--- src/rtl/lane_parity_pkg.sv ---
package lane_parity_pkg;

    localparam int LANES  = 4;
    localparam int LANE_W = 9;
    localparam int WORD_W = LANES * LANE_W;

    typedef enum logic [1:0] {
        TM_IDLE    = 2'd0,
        TM_CHECK   = 2'd1,
        TM_MBX_GEN = 2'd2
    } tree_mode_e;

    // True when every lane of w carries correct parity for the given type.
    function automatic logic word_lanes_ok(input logic [WORD_W-1:0] w, input logic odd);
        logic ok;
        ok = 1'b1;
        for (int k = 0; k < LANES; k++) begin
            if ((^w[k*LANE_W +: LANE_W]) != odd) ok = 1'b0;
        end
        return ok;
    endfunction

endpackage

--- src/rtl/lane_parity_trees.sv ---
module lane_parity_trees
    import lane_parity_pkg::*;
#(
    parameter int N_LANES = LANES,
    parameter int L_W     = LANE_W,
    localparam int W      = N_LANES * L_W,
    localparam int D_W    = L_W - 1
) (
    input  logic [W-1:0]       word,
    input  logic               odd_sel,
    output logic [N_LANES-1:0] par_bit,
    output logic [N_LANES-1:0] lane_bad
);
    for (genvar k = 0; k < N_LANES; k++) begin : g_lane
        logic [D_W-1:0] data;
        assign data        = word[k*L_W +: D_W];
        assign par_bit[k]  = (^data) ^ odd_sel;
        assign lane_bad[k] = par_bit[k] != word[k*L_W + D_W];
    end
endmodule

--- src/rtl/lane_mode_decode.sv ---
module lane_mode_decode
    import lane_parity_pkg::*;
(
    input  logic       cs_n,
    input  logic       en,
    input  logic       wr_sel,
    input  logic       mbx_sel,
    input  logic       gen_en,
    output tree_mode_e mode,
    output logic       rd_strobe
);
    assign rd_strobe = !cs_n && en && !wr_sel;

    always_comb begin
        if (cs_n)
            mode = TM_IDLE;
        else if (rd_strobe && mbx_sel && gen_en)
            mode = TM_MBX_GEN;
        else
            mode = TM_CHECK;
    end
endmodule

--- src/rtl/lane_parity_top.sv ---
module lane_parity_top
    import lane_parity_pkg::*;
#(
    parameter int N_LANES = LANES,
    parameter int L_W     = LANE_W,
    localparam int W      = N_LANES * L_W
) (
    input  logic         clk,
    input  logic         rst_n,
    input  logic [W-1:0] port_din,
    input  logic [W-1:0] fifo_word,
    input  logic [W-1:0] mbox_word,
    input  logic         odd_sel,
    input  logic         gen_en,
    input  logic         cs_n,
    input  logic         en,
    input  logic         wr_sel,
    input  logic         mbx_sel,
    output logic         err_n,
    output logic [W-1:0] rd_dout
);
    tree_mode_e         mode;
    logic               rd_strobe;
    logic [W-1:0]       shared_in;
    logic [N_LANES-1:0] sh_par, sh_bad;
    logic [N_LANES-1:0] ff_par, ff_bad;
    logic [W-1:0]       rd_next;

    lane_mode_decode i_dec (
        .cs_n(cs_n), .en(en), .wr_sel(wr_sel), .mbx_sel(mbx_sel),
        .gen_en(gen_en), .mode(mode), .rd_strobe(rd_strobe)
    );

    // Shared trees: check the port word, or generate for mailbox reads.
    assign shared_in = (mode == TM_MBX_GEN) ? mbox_word : port_din;

    lane_parity_trees #(.N_LANES(N_LANES), .L_W(L_W)) i_shared (
        .word(shared_in), .odd_sel(odd_sel), .par_bit(sh_par), .lane_bad(sh_bad)
    );

    // Dedicated trees for FIFO-read generation.
    lane_parity_trees #(.N_LANES(N_LANES), .L_W(L_W)) i_fifo_gen (
        .word(fifo_word), .odd_sel(odd_sel), .par_bit(ff_par), .lane_bad(ff_bad)
    );

    always_comb begin
        unique case (mode)
            TM_IDLE:    err_n = 1'b1;
            TM_MBX_GEN: err_n = 1'b1;
            TM_CHECK:   err_n = ~(|sh_bad);
            default:    err_n = 1'b1;
        endcase
    end

    always_comb begin
        rd_next = mbx_sel ? mbox_word : fifo_word;
        if (gen_en) begin
            for (int k = 0; k < N_LANES; k++)
                rd_next[k*L_W + L_W - 1] = mbx_sel ? sh_par[k] : ff_par[k];
        end
    end

    always_ff @(posedge clk or negedge rst_n) begin
        if (!rst_n)
            rd_dout <= '0;
        else if (rd_strobe)
            rd_dout <= rd_next;
    end

    AST_IDLE_FLAG_HIGH: assert property (@(posedge clk) disable iff (!rst_n)
        cs_n |-> err_n);
    AST_MBX_GEN_FLAG_HIGH: assert property (@(posedge clk) disable iff (!rst_n)
        (!cs_n && en && !wr_sel && mbx_sel && gen_en) |-> err_n);
    AST_RD_HOLD: assert property (@(posedge clk) disable iff (!rst_n)
        !(!cs_n && en && !wr_sel) |=> $stable(rd_dout));
    AST_GEN_PARITY_OK: assert property (@(posedge clk) disable iff (!rst_n)
        (!cs_n && en && !wr_sel && gen_en) |=> word_lanes_ok(rd_dout, $past(odd_sel)));
    AST_PASS_MBOX: assert property (@(posedge clk) disable iff (!rst_n)
        (!cs_n && en && !wr_sel && !gen_en && mbx_sel) |=> rd_dout == $past(mbox_word));
    AST_ERR_SOUND: assert property (@(posedge clk) disable iff (!rst_n)
        (!err_n) |-> (!cs_n && !word_lanes_ok(port_din, odd_sel)));
endmodule

--- config.mk ---
export PLATFORM = sky130hd
export DESIGN_NAME = lane_parity_top
export DESIGN_NICKNAME = d
export VERILOG_FILES = /design/src/rtl/lane_parity_pkg.sv /design/src/rtl/lane_parity_trees.sv /design/src/rtl/lane_mode_decode.sv /design/src/rtl/lane_parity_top.sv
export SDC_FILE = /design/constraint.sdc
export NUM_CORES = 1
export LEC_CHECK = 0
export BUFFER_PORTS_ARGS = -buffer_cell sky130_fd_sc_hd__buf_2
export CORE_MARGIN = 10
export CORE_UTILIZATION = 40
export DETAILED_ROUTE_END_ITERATION = 10
export GPL_TIMING_DRIVEN = 0
export PLACE_DENSITY_LB_ADDON = 0.1
export SLEW_MARGIN = 25
export SYNTH_ARGS = -nofsm -noshare
export SYNTH_HDL_FRONTEND = slang
export SYNTH_SLANG_ARGS = --single-unit
--- constraint.sdc ---
create_clock -name clk -period 1.55 [get_ports clk]
set_input_delay 0.0775 -clock clk [delete_from_list [all_inputs] [get_ports clk]]
set_output_delay 0.0775 -clock clk [all_outputs]
set_load 0.02 [all_outputs]
After elaboration in Yosys (flattened, before gate mapping)
Cells that the tools add are included.

word-level totals
  register bits after elaboration = 36
  latch bits = 0
  RAM bits = 0
  bits in read-only memories = 0
  input bits = 116
  output and inout port bits = 37
  memories = 0

cells by class
  add/sub/neg operators = 0
  $mul = 0
  divide/modulo/power cells = 0
  $lt $le $gt $ge = 0
  equal/unequal tests = 6
  shift-type cells = 0
  mux-type cells = 13
  bitwise gates (word level) = 9
  reduce and logical (&&, ||, !) cells = 15

operator list
  cell                count
  $mux 36             2
  $reduce_xor 8->1    8
  $mux 1              9
  $xor 1x1->1         8
  $logic_and 1x1->1   4
  $mux 2              2
  $ne 1x1->1          4
  $reduce_or 4->1     1
  $eq 2x1->1 const B  1
  $eq 2x2->1 const B  1
  $logic_not 1->1     2
  $not 1->1           1

Longest topological paths before layout
Gate-level depths: netlist (run 1).

  depth after elaboration = 15
  mapped depth = 8

By module
From an unflattened synthesis (run 1), not the netlist that was laid out.

unflattened totals
  cell total of the unflattened synthesis = 274
  area total of the unflattened synthesis = 3,163.0 µm²

modules (own cells, without submodules)
  module             instances  cells an instance  area each (µm²)  sequential area each (µm²)
  lane_parity_top    1          206                2,341.0          900.9
  lane_parity_trees  2          32                 395.4            0.0
  lane_mode_decode   1          4                  31.3             0.0

Worst setup path after synthesis (run 1)
No wires, ideal clock.

  path type = in2reg
  start point = input port cs_n
  end point = register rd_dout[35]
  data arrival time = 1.675 ns
  path slack = -0.250 ns
  cell stages on the path = 7
  cell sequence = nor3b_4 -> nand3_2 -> mux2i_1 -> xnor2_1 -> xnor2_1 -> mux4_1 -> mux2_2

on the way
  word-level cells in the longest chain between the ends = 13

RTL lines
  element                          RTL line                 text
  from (decl)                      lane_parity_top.sv:15    input logic cs_n,
  $logic_not 1->1                  lane_mode_decode.sv:12   assign rd_strobe = !cs_n && en && !wr_sel;
  $logic_and 1x1->1 (2 in series)  lane_mode_decode.sv:12
  $logic_and 1x1->1 (2 in series)  lane_mode_decode.sv:17   else if (rd_strobe && mbx_sel && gen_en)
  $mux 2                           lane_mode_decode.sv:17
  $mux 2                           lane_mode_decode.sv:15   if (cs_n)
  $eq 2x2->1                       lane_parity_top.sv:35    assign shared_in = (mode == TM_MBX_GEN) ? mbox_word : port_din;
  $mux 36                          lane_parity_top.sv:35
  $reduce_xor 8->1                 lane_parity_trees.sv:17  assign par_bit[k] = (^data) ^ odd_sel;
  $xor 1x1->1                      lane_parity_trees.sv:17
  $mux 1                           lane_parity_top.sv:59    rd_next[k*L_W + L_W - 1] = mbx_sel ? sh_par[k] : ff_par[k];
  $mux 1                           lane_parity_top.sv:57    if (gen_en) begin
  to (signal assigned)             lane_parity_top.sv:67    rd_dout <= rd_next;
  to (decl)                        lane_parity_top.sv:20    output logic [W-1:0] rd_dout

Several ways; a longest one is shown, not always the timed one.
A chain may end at the register's enable or synchronous reset.

Final worst setup path (run 1)
Same ends and word-level chain as after synthesis.

==> flow_results.org, run 1 <==
** Synth
- The share of synthesized area in the top cell type comes to 0.341.
- Number of warnings reported in the yosys synthesis log :: 0
- Synthesis handed over a netlist of 266 instances.
- Cell type contributing the most total cell area after synthesis :: dfrtp_1
- Share of async-settable or async-resettable flops after synthesis :: 1.00
- In the synthesized netlist, the cells that appear most often are xnor2_1 (79), mux2i_1 (37), dfrtp_1 (36), nand2_1 (36), o21ai_0 (35).
- Of the total synthesized cell area, the portion taken by XOR and XNOR cells is 0.311.
- Number of flip-flops and latches in the synthesized netlist :: 36
- Simple-gate area share of the yosys netlist :: 0.0715
- Count leader, synth :: xnor2_1
- Most instantiated flip-flop cell in the synthesis netlist :: dfrtp_1
- Post-synth EDFFs :: 0
- Multiplexer share of the synthesized area :: 0.180
- By area the synthesized netlist is led by dfrtp_1 (34%), xnor2_1 (26%), mux2i_1 (14%).
- Sequential area share after synthesis :: 0.341
- In this run the mean area of a mapped cell was 9.94 sq um.
- Synth unique cells :: 21
- The cell area that synthesis handed to floorplanning was 2640 sq um.
- Of the total synthesized cell area, the portion taken by full adders, half adders and majority gates is 0.
- Compound-cell area share of the yosys netlist :: 0.0719
- After synthesis, the largest family of logic cells by area is XOR/XNOR gates.
- The number of nets handed over by synthesis was 382.

** Min path
- The tightest min-delay check is of the primary input to flop type.
- Hold path startpoint :: mbox_word[6]

** STA
- Setup violation total in the final timing report :: 3
- FMAX :: 0.569 GHz
- In the finished design, the share of the clock period the worst path needs comes to 1.13.
- Transition time at the pin with the least slew margin :: 852 ps
- Shortest period the worst path allows :: 1760 ps
- Count of endpoints failing hold in the final timing report :: 0
- Final setup margin :: -209 ps
- The number of max-slew violations in the final report came to 0.
- Clock skew on the completed layout was measured at 0 ps.
- Unrepaired setup endpoints after global routing :: true
- Worst slew margin :: 0.432

** Floorplanning
- Starting density of the core :: 0.414
- Number of ports placed on the die boundary :: 153
- From bottom edge to top edge, the die measures 101 um.
- In this run the horizontal extent of the chip is 101 um.
- Total Die Area :: 10300 sq um
- Number of placement rows :: 29
- The total area inside the core boundary comes to 6390 sq um.

** Routing
- Met3 routed WL :: 714 um
- Routed wire length :: 8440 um
- Number of vias per cell after detailed routing :: 4.74
- For this run, the detailed router's first-pass iteration total came to 4.
- Metal2 WL :: 4170 um
- Detailed-route via count :: 2419
- In this run the remaining antenna-violating nets after routing total 0.
- In the final routed layout, each cell accounts on average for 16.5 um.
- Top layer reached by signal wires :: met4
- After the first detailed-routing iteration, the DRC count stood at 32.
- In the routed design, unresolved DRC markers number 0.
- In the final routing, the length of wire on met1 measures 3470 um.

** Final layout
- Fraction of layout cells with a size suffix above 1 :: 0.417
- More flip-flops sit in one register than any other, and that register is rd_dout.
- Post-layout net count :: 547
- The register with the most flip-flops in the layout has 36 of them.
- Largest registers ranked by flip-flop count :: rd_dout: 36 flops
- Final core area utilization :: 0.584
- Area Overhead vs Synth :: 41.1%
- Counting the fill cells in the layout gives 612.
- Final Cell Area :: 3730 sq um

** Worst setup path
- Data on the critical path is required at its endpoint by 1730 ps.
- Category of the worst setup path launch point :: primary input
- Largest driver fanout on the critical path :: 5
- In this run the critical register-to-register path is launched from rd_dout[8].
- Critical path origin :: cs_n
- Slowest-stage cell, CP :: mux4_2
- Arrival time of data at the critical path endpoint :: 1930 ps
- The cell that appears most often on the critical path is xnor2_1.
- Category of the most critical setup path :: primary input to flop
- Worst-path cell chain :: buf_8 > nor3b_4 > nand3_4 > mux2i_2 > xnor2_1 > xnor2_1 > buf_4 > mux4_2 > mux2_4
- Worst setup EP type :: flop
- Max stage delay on crit path :: 460 ps

** Run status
- Violated checks :: setup timing
- Outcome :: finished with violations

** CTS
- CTS Buf Count :: 5
- CTS placed an instance of clkbuf_8 at the clock tree root.
- CTS tree :: built
- Count of clock tree sinks :: 36
- Post-CTS clock slew at the launch and capture registers of the worst setup and hold paths :: 80 ps
- Clock latency on the worst-skew pair :: 290 ps
- In this run the deepest clock path goes through 2 buffers.
- Number of levels in the clock H-tree :: 2

** Global route
- In the global route stage, overall resource usage came out at 0.160.
- For this run the aggregate overflow at the end of global routing stands at 0.
- Entering global routing, the biggest net connects 37 pins.
- Vias in the first global route :: 2679
- The first global-routing pass estimated 13200 um of wire.
- Antenna violations before repair :: 0

** Power
- Final Total Pwr :: 3570 uW
- Areal power density over the cells :: 956 nW/um^2
- Leakage power figure :: 0.00186 uW
- Largest voltage drop on the vdd net :: 0.452 mV

** Placed design
- GP Congestion :: 0.805
- The HPWL after detailed placement is 6870 um.
- Placed Instance Area :: 3500 sq um
- Input and output buffers added on the ports amount to 151.

** Job
- Max-cap violations in this run came to 0.
==> critical path: cells and delay by family <==
kind	cells	cell delay, ps
mux	3	940
simple gates	2	400
xor+xnor	2	270
buf+inv	2	250
==> logic make-up after synthesis <==
logic type                count (synthesis)
AOI/OAI and AO/OA                        37
xor gates and xnor gates                 94
buffers and inverters                    14
DFF                                      36
muxes                                    43
and+or+nand+nor                          42
==> power by group <==
part           switching (uW)  internal [uW]  total, uW
Sequential               85.9           1120       1200
Combinational             846            771       1620
Clock                     382            364        746
==> metrics by stage <==
stage                     std cells  hold slack (ps)  setup TNS (ps)  worst slack, ps
final                           510             84.4            -423             -209
after global routing            509              101            -732             -342
after CTS                       506             76.6            -473             -242
after detailed placement        494              242           -4710             -666
after global placement          494              247           -4100             -593
after floorplan                 266             -218            -447             -249
==> path summary, 6_finish.rpt <==
check,end,slack (ps),cells after the start
setup / recovery,rd_dout[35],-210,9
max in group asynchronous,rd_dout[35],580,2
hold / removal,rd_dout[6],80,3
min in group asynchronous,rd_dout[13],430,2
setup reg to reg,rd_dout[8],800,1
hold reg to reg,rd_dout[27],480,2
==> timing repair <==
item	CTS	global route
setup buffers	3	3
resized for setup	15	3
endpoints found under the hold margin	36	0
endpoints found under the setup margin	3	3
pin swaps	9	5
hold buffers	1	0
==> cells in the final DEF, fill, tap and decap left out, types with 2 or more instances in the layout <==
| cell type | synthesis | layout |
|---|---|---|
| clkbuf_8 | 0 | 6 |
| dfrtp_1 | 36 | 36 |
| buf_8 | 1 | 2 |
| xnor2_2 | 0 | 2 |
| mux2_4 | 0 | 2 |
| xor2_1 | 15 | 15 |
| inv_1 | 2 | 2 |
| clkbuf_1 | 10 | 10 |
| buf_6 | 0 | 6 |
| o21ai_0 | 35 | 35 |
| buf_4 | 0 | 6 |
| mux2i_1 | 37 | 35 |
| buf_2 | 1 | 145 |
| mux2i_2 | 0 | 2 |
| nand2_1 | 36 | 36 |
| xnor2_1 | 79 | 77 |
| mux4_2 | 2 | 3 |
==> layer usage <==
| layer | vias up | track usage |
|---|---|---|
| li1 | 1212 | - |
| met3 | 8 | 0.0633 |
| met1 | 1114 | 0.186 |
| met2 | 85 | 0.269 |
| met4 | 0 | 0.0386 |
| met5 | - | 0 |
==> layout make-up <==
class	count	area, sq um	area share
multi-input cells	216	1710	0.459
inverters	2	7.51	0.00201
repair buffers	158	858	0.230
clock inverters	2	13.8	0.00369
plain buffers	12	57.6	0.0154
flip-flops and latches	36	901	0.241
diodes	1	2.50	0.000671
well taps	77	96.3	0.0258
clock buffers	6	82.6	0.0221
(Power assumes the default switching activity.)
==> run 2: changes to the inputs <==
BUFFER_PORTS_ARGS = default   (was -buffer_cell sky130_fd_sc_hd__buf_2)
DONT_BUFFER_PORTS = 1   (was default)
REMOVE_ABC_BUFFERS = 1   (was default)
==> flow_results.org, run 2 (synthesized netlist as in run 1, its figures left out) <==
** Power
- After layout, the design draws a total of 3330 uW.
- The share of total power dissipated in combinational logic is 0.303.
- Pint :: 2190 uW
- Leakage power figure :: 0.00142 uW
- Power share of the clock group :: 0.248
- Switching power :: 1130 uW
- Power share of the sequential group :: 0.449
- For this design the ratio of total power to cell area is 997 nW/um^2.
- Of the total power, the share spent switching nets is 0.341.
- Largest voltage drop on the vdd net :: 0.498 mV

** Routing
- Post-detailed-route DRC marker count :: 0
- For this block, the routed nets add up to 7850 um of wire.
- Dividing the detail-routed via count by the number of cells gives 5.11.
- Before antenna repair, the detailed router went through 4 iterations.
- Routed length per instance :: 20.3 um
- Detailed-route via count :: 1977
- Iter 0 DRT Violations :: 26
- Once detail routing completed, the nets flagged for antenna violations numbered 0.

** Floorplanning
- Starting density of the core :: 0.414
- The floorplan has 29 rows.
- Die extent in y :: 101 um
- Horiz. Die Dim :: 101 um
- The floorplan step defined a core boundary enclosing 6390 sq um.
- The die covers 10300 sq um.
- Number of ports placed on the die boundary :: 153

** Min path
- Hold path startpoint :: mbox_word[18]
- In this run the worst hold path is classified as primary input to flop.
- For hold timing, the worst endpoint is rd_dout[18].
- The worst hold path was traced through 2 stages.

** STA
- Worst slew margin :: 0.548
- The number of max-slew violations in the final report came to 0.
- Shortest period the worst path allows :: 1590 ps
- FMAX :: 0.629 GHz
- The hold violation total from the final report is 0.
- Final setup margin :: -39.6 ps
- Tcrit/Tclk final :: 1.03
- Unrepaired setup endpoints after global routing :: true
- Setup Skew :: 0 ps
- Setup violations remaining at the end of the flow were counted as 1.
- Final Hold Slack :: 0.524 ps
- Transition time at the pin with the least slew margin :: 679 ps

** Placed design
- Count of buffers inserted at the top-level ports :: 0
- Once detailed placement completed, the half-perimeter wirelength came to 5780 um.
- GP Congestion :: 0.699
- In this run the cell area measured after placement is 2690 sq um.
- Placed instance count :: 331

** Worst setup path
- Reg2Reg Setup Slack :: 670 ps
- For the worst flop-to-flop path, the logic depth is 1.
- Category of the worst setup path launch point :: primary input
- Largest driver fanout on the critical path :: 5
- Arrival time of data at the critical path endpoint :: 1510 ps
- Worst setup EP type :: output port
- In this run the critical register-to-register path is launched from rd_dout[35].
- Reg-to-Reg End :: rd_dout[35]
- Category of the most critical setup path :: primary input to output port
- Required time of the critical path :: 1470 ps

** Global route
- Remaining global-route overflow :: 0
- Across every metal layer, demand over resource in global routing totals 0.146.
- The via count of the first global-routing pass came to 2246.
- The first global-routing pass estimated 11900 um of wire.
- Entering global routing, the biggest net connects 67 pins.
- Antenna violations before repair :: 0

** CTS
- Number of levels in the clock H-tree :: 2
- Buffers inserted during clock tree synthesis total 5.
- Clock buffer depth :: 2
- Post-CTS clock slew at the launch and capture registers of the worst setup and hold paths :: 80 ps
- Clock tree synthesis found a total of 36 sinks.
- Clock latency on the worst-skew pair :: 280 ps
- The cell sitting at the root of the clock tree is a clkbuf_8.
- CTS tree :: built

** Run status
- The flow ran to the end, but the final reports show violations.
- Violated checks :: setup timing

** Final layout
- In the final layout, the registers with the most flip-flops are rd_dout: 36 flops.
- Final core area utilization :: 0.523
- Final Cell Area :: 3340 sq um
- The top cell types in the final layout, fill and taps aside, are xnor2_1 (72), dlygate4sd3_1 (43), mux2i_1 (36), nand2_1 (36), dfrtp_1 (36).
- Register area :: 901 sq um
- Compared with the post-synthesis result, the final layout area differs by 26.2%.
- The layout has 579 filler cells.
- The net count of the finished layout is 425.
- Top register by number of flip-flops :: rd_dout
- Area used by multi-input combinational logic :: 1740 sq um
- Flip-flop count of the largest register after layout :: 36
- Excluding fillers, the count of instances in the completed layout stands at 387.
- In the final layout, the share of cells above drive strength 1 is 0.0903.
- Leaving out fill and tap cells, the most frequent cell in the layout is xnor2_1.
- The number of antenna diodes in the final layout is 0.

** Job
- Max capacitance violation total :: 0
run 2: cell count changes in the layout (fill, tap and decap cells not counted), sizes merged:
cell         change
buf            -154
dlygate4sd3     +42
clkbuf          -10
bufinv           +1
diode            -1
inv              -1
run 2: timing repair:
item                                   CTS  global route
setup buffers                            2             2
setup endpoints to repair                3             3
pin swaps                                3             3
endpoints found under the hold margin   59             0
gates resized for setup                  1             8
hold buffers                            44             0
run 2: power groups by stage:
stage	logic (uW)	registers [uW]	clock network [uW]
after global placement	830	1520	0
after detailed placement	845	1520	0
final	1010	1500	826
after CTS	992	1500	865
after floorplan	731	1450	0
after global routing	1130	1530	900
run 2: routing by layer:
metal,wire (um),track usage,up-vias,part of all wire
met1,2680,0.148,913,0.34
met4,85,0.0332,0,0.011
met3,1100,0.0899,7,0.14
met2,3980,0.249,90,0.51
met5,0,0,-,0
li1,-,-,967,-
run 2: worst max path at each step:
stage | end | from | slack (ps) | depth (start not counted)
detailed placement | rd_dout[35] | cs_n | -420 | 7
floorplan | rd_dout[35] | cs_n | -250 | 7
global route | err_n | wr_sel | -160 | 7
global placement | rd_dout[35] | cs_n | -410 | 7
finish | err_n | wr_sel | -40 | 7
CTS | err_n | wr_sel | -50 | 7
run 2: per-stage QoR:
step / setup TNS, ps / setup WS, ps
floorplan: -483 / -250
global placement: -1040 / -408
detailed placement: -1090 / -420
CTS: -47.0 / -47.0
global route: -262 / -159
finish: -39.6 / -39.6
run 2: worst max-delay path, stage by stage:
cell and delay (ps):
nor3b_4 230, nand3_4 140, mux2i_2 230, xnor2_1 160
xnor2_1 180, xnor2_1 90, a311o_1 410
run 2: layout make-up:
type                    instances  share of cell area
clock buffers                   6              0.0217
flip-flops and latches         36               0.270
inverters                       2             0.00225
clock inverters                 2              0.0105
repair buffers                 48               0.144
well taps                      77              0.0289
multi-input cells             216               0.523
==> run 3: changes to the inputs <==
ABC_AREA = 1   (was default)
CAP_MARGIN = 30   (was default)
==> flow_results.org, run 3 <==
** Run status
- Outcome :: finished with violations
- Violated checks :: setup timing

** Global route
- Wire length of the first global-routing pass :: 18300 um
- GRT Overall Usage :: 0.200
- Maximum number of pins on one net before global-route repair :: 37
- The via count of the first global-routing pass was 3470.
- Global routing finished with a remaining overflow of 0.
- Antenna violations before repair :: 1

** STA
- Final TNS setup :: -14.8 ps
- Transition time at the pin with the least slew margin :: 825 ps
- The routed design could run at a clock period as short as 1560 ps.
- The hold violation total from the final report is 0.
- Setup slack on the critical path of the routed design comes to -14.8 ps.
- Unrepaired setup endpoints after global routing :: true
- Worst slew margin :: 0.450
- The number of max-slew violations in the final report came to 0.
- Tcrit/Tclk final :: 1.01
- Setup Skew :: 0 ps
- FMAX :: 0.639 GHz
- Setup violation total in the final timing report :: 1
- Final Hold Slack :: 0.0760 ps

** CTS
- The clock net in this run drives a total of 36 sinks.
- TritonCTS created 5 clock buffers.
- CTS tree :: built
- After clock tree synthesis, the clock-pin slew on the worst setup and hold paths is 80 ps.
- Clock buffer depth :: 2
- Clock latency on the worst-skew pair :: 290 ps
- Number of levels in the clock H-tree :: 2
- The cell sitting at the root of the clock tree is a clkbuf_8.

** Placed design
- Dpl hpwl :: 7150 um
- Before CTS, the worst setup slack after placement is -968 ps.
- Buffers placed on the I/O ports in this run total 0.
- The congestion estimate from routability-driven global placement came to 0.732.

** Synth
- Yosys attributes the largest share of cell area to dfrtp_1 (29%), nand2_1 (19%), xnor2_1 (8.9%).
- After synthesis the netlist holds a flip-flop and latch count of 36.
- Cell type contributing the most total cell area after synthesis :: dfrtp_1
- Share of async-settable or async-resettable flops after synthesis :: 1.00
- Leading cell types by count after synthesis :: nand2_1 (151), nor2_1 (65), dfrtp_1 (36)
- Yosys mapped the design onto 30 distinct sky130hd cell types.
- Most instantiated flip-flop cell in the synthesis netlist :: dfrtp_1
- By instance count, the leading cell after synthesis is nand2_1.
- After synthesis the cells add up to 3060 sq um.
- Counting every instance in the synthesized netlist gives 454.
- Averaged over all synthesized cells, the footprint is 6.73 sq um.
- Yosys mapped a number of flops with a built-in enable equal to 0.
- The share of synthesized area in the top cell type comes to 0.295.
- Number of warnings reported in the yosys synthesis log :: 0
- The share of the Yosys chip area taken by registers is 0.295.

** Final layout
- Area Overhead vs Synth :: 32.1%
- Post-layout net count :: 634
- At the end of the flow the core is filled with cells to 0.550.
- The largest registers in the layout are rd_dout: 36 flops.
- The top cell types in the final layout, fill and taps aside, are nand2_1 (148), nor2_1 (63), dlygate4sd3_1 (61), dfrtp_1 (36), xnor2_1 (31).
- Ranked by flip-flop count, first place goes to rd_dout.
- Fraction of layout cells with a size suffix above 1 :: 0.0963
- The library cell used most frequently in the layout, excluding fill and tap cells, is nand2_1.
- Flip-flop count of the largest register after layout :: 36

** Floorplanning
- From bottom edge to top edge, the die measures 107 um.
- Core region area :: 7330 sq um
- The floorplan step defined a die boundary enclosing 11500 sq um.
- Number of ports placed on the die boundary :: 153
- Row generation in the floorplan step produced 31 rows.
- The die is 107 um wide.
- The initial utilization of the core area, before any placement, comes to 0.417.

** Routing
- Across all layers, the routed design uses 3125 vias.
- For this block, the routed nets add up to 11600 um of wire.
- After detailed routing, the average wire length per cell comes to 18.7 um.
- Number of vias per cell after detailed routing :: 5.05
- DRT Pass-1 Iters :: 4
- In this run the remaining antenna-violating nets after routing total 0.
- After detailed routing, the number of remaining DRC violations is 0.
- The first routing iteration left 115 violations.

** Worst setup path
- STA classifies the critical path endpoint as an output port.
- Arrival time of data at the critical path endpoint :: 1490 ps
- Of all nets on the critical path, the largest fanout is 11.
- For the worst setup path, the data required time is 1470 ps.
- Category of the worst setup path launch point :: primary input
- The worst setup path is of the primary input to output port kind.

** Power
- Leakage power figure :: 0.00195 uW
- Largest voltage drop on the vdd net :: 0.400 mV
- Areal power density over the cells :: 797 nW/um^2

** Job
- Across the run, the number of max-cap violations was 0.

** Min path
- The min-delay analysis places its worst path in the category primary input to flop.
-- run 3: stage by stage --
stage	cells	cell area (sq um)	total power [uW]
3_5_place_dp	534	3100	2270
3_3_place_gp	533	3080	2240
6_report	619	4040	3210
5_1_grt	619	4040	3440
4_1_cts	615	3990	3230
2_1_floorplan	434	2950	2090
-- run 3: final timing paths --
| path | startpoint | end | slack [ps] | cells after the start |
|---|---|---|---|---|
| max | en | err_n | -10 | 15 |
| min | fifo_word[4] | rd_dout[4] | 0.08 | 2 |
| max reg2reg | rd_dout[33] | rd_dout[33] | 210 | 3 |
| min reg2reg | rd_dout[18] | rd_dout[18] | 640 | 2 |
| max in group asynchronous | rst_n | rd_dout[26] | 1110 | 2 |
| min in group asynchronous | rst_n | rd_dout[31] | 240 | 2 |
-- run 3: logic make-up after synthesis --
logic type | Yosys count | share of synthesized area
xor gates and xnor gates | 54 | 0.155
buffers and inverters | 48 | 0.0688
AOI/OAI and AO/OA | 47 | 0.103
muxes | 2 | 0.00655
and+or+nand+nor | 267 | 0.372
DFF | 36 | 0.295
-- run 3: layout make-up --
class / instances / area [sq um]
multi-input cells: 374 / 2040
clock buffers: 8 / 90.1
diodes: 1 / 2.50
inverters: 28 / 119
repair buffers: 73 / 762
well taps: 99 / 124
flip-flops and latches: 36 / 901
fillers: 683 / 3300
-- run 3: power by group --
part           switching, uW  internal (uW)  total (uW)
clock                    375            364         739
combinational            526            493        1020
sequential               350           1110        1460
-- run 3: worst max-delay path, cell delays in order --
cell	delay [ps]
inv_1	40
nor2_4	180
nand3_4	210
buf_4	200
nand2_1	50
nand2_1	60
inv_1	50
nand2_1	60
nand2_1	60
nand2_1	60
nand2_1	80
nand2_1	50
nand2_1	100
nand3_2	110
nand2_4	100
-- run 3: per-layer routing --
| layer | vias to the layer above | global-route usage | part of all wire |
|---|---|---|---|
| met5 | - | 0 | 0 |
| met4 | 0 | 0.0553 | 0.014 |
| met3 | 14 | 0.0725 | 0.10 |
| met2 | 122 | 0.356 | 0.51 |
| met1 | 1414 | 0.217 | 0.38 |
| li1 | 1575 | - | - |
-- run 3: timing repair --
item,4_1_cts,5_1_grt
hold endpoints to repair,70,0
pin swaps,6,5
resized for setup,11,6
setup endpoints to repair,5,3
hold buffers,63,0
buffers inserted,6,3
gates cloned,4,0
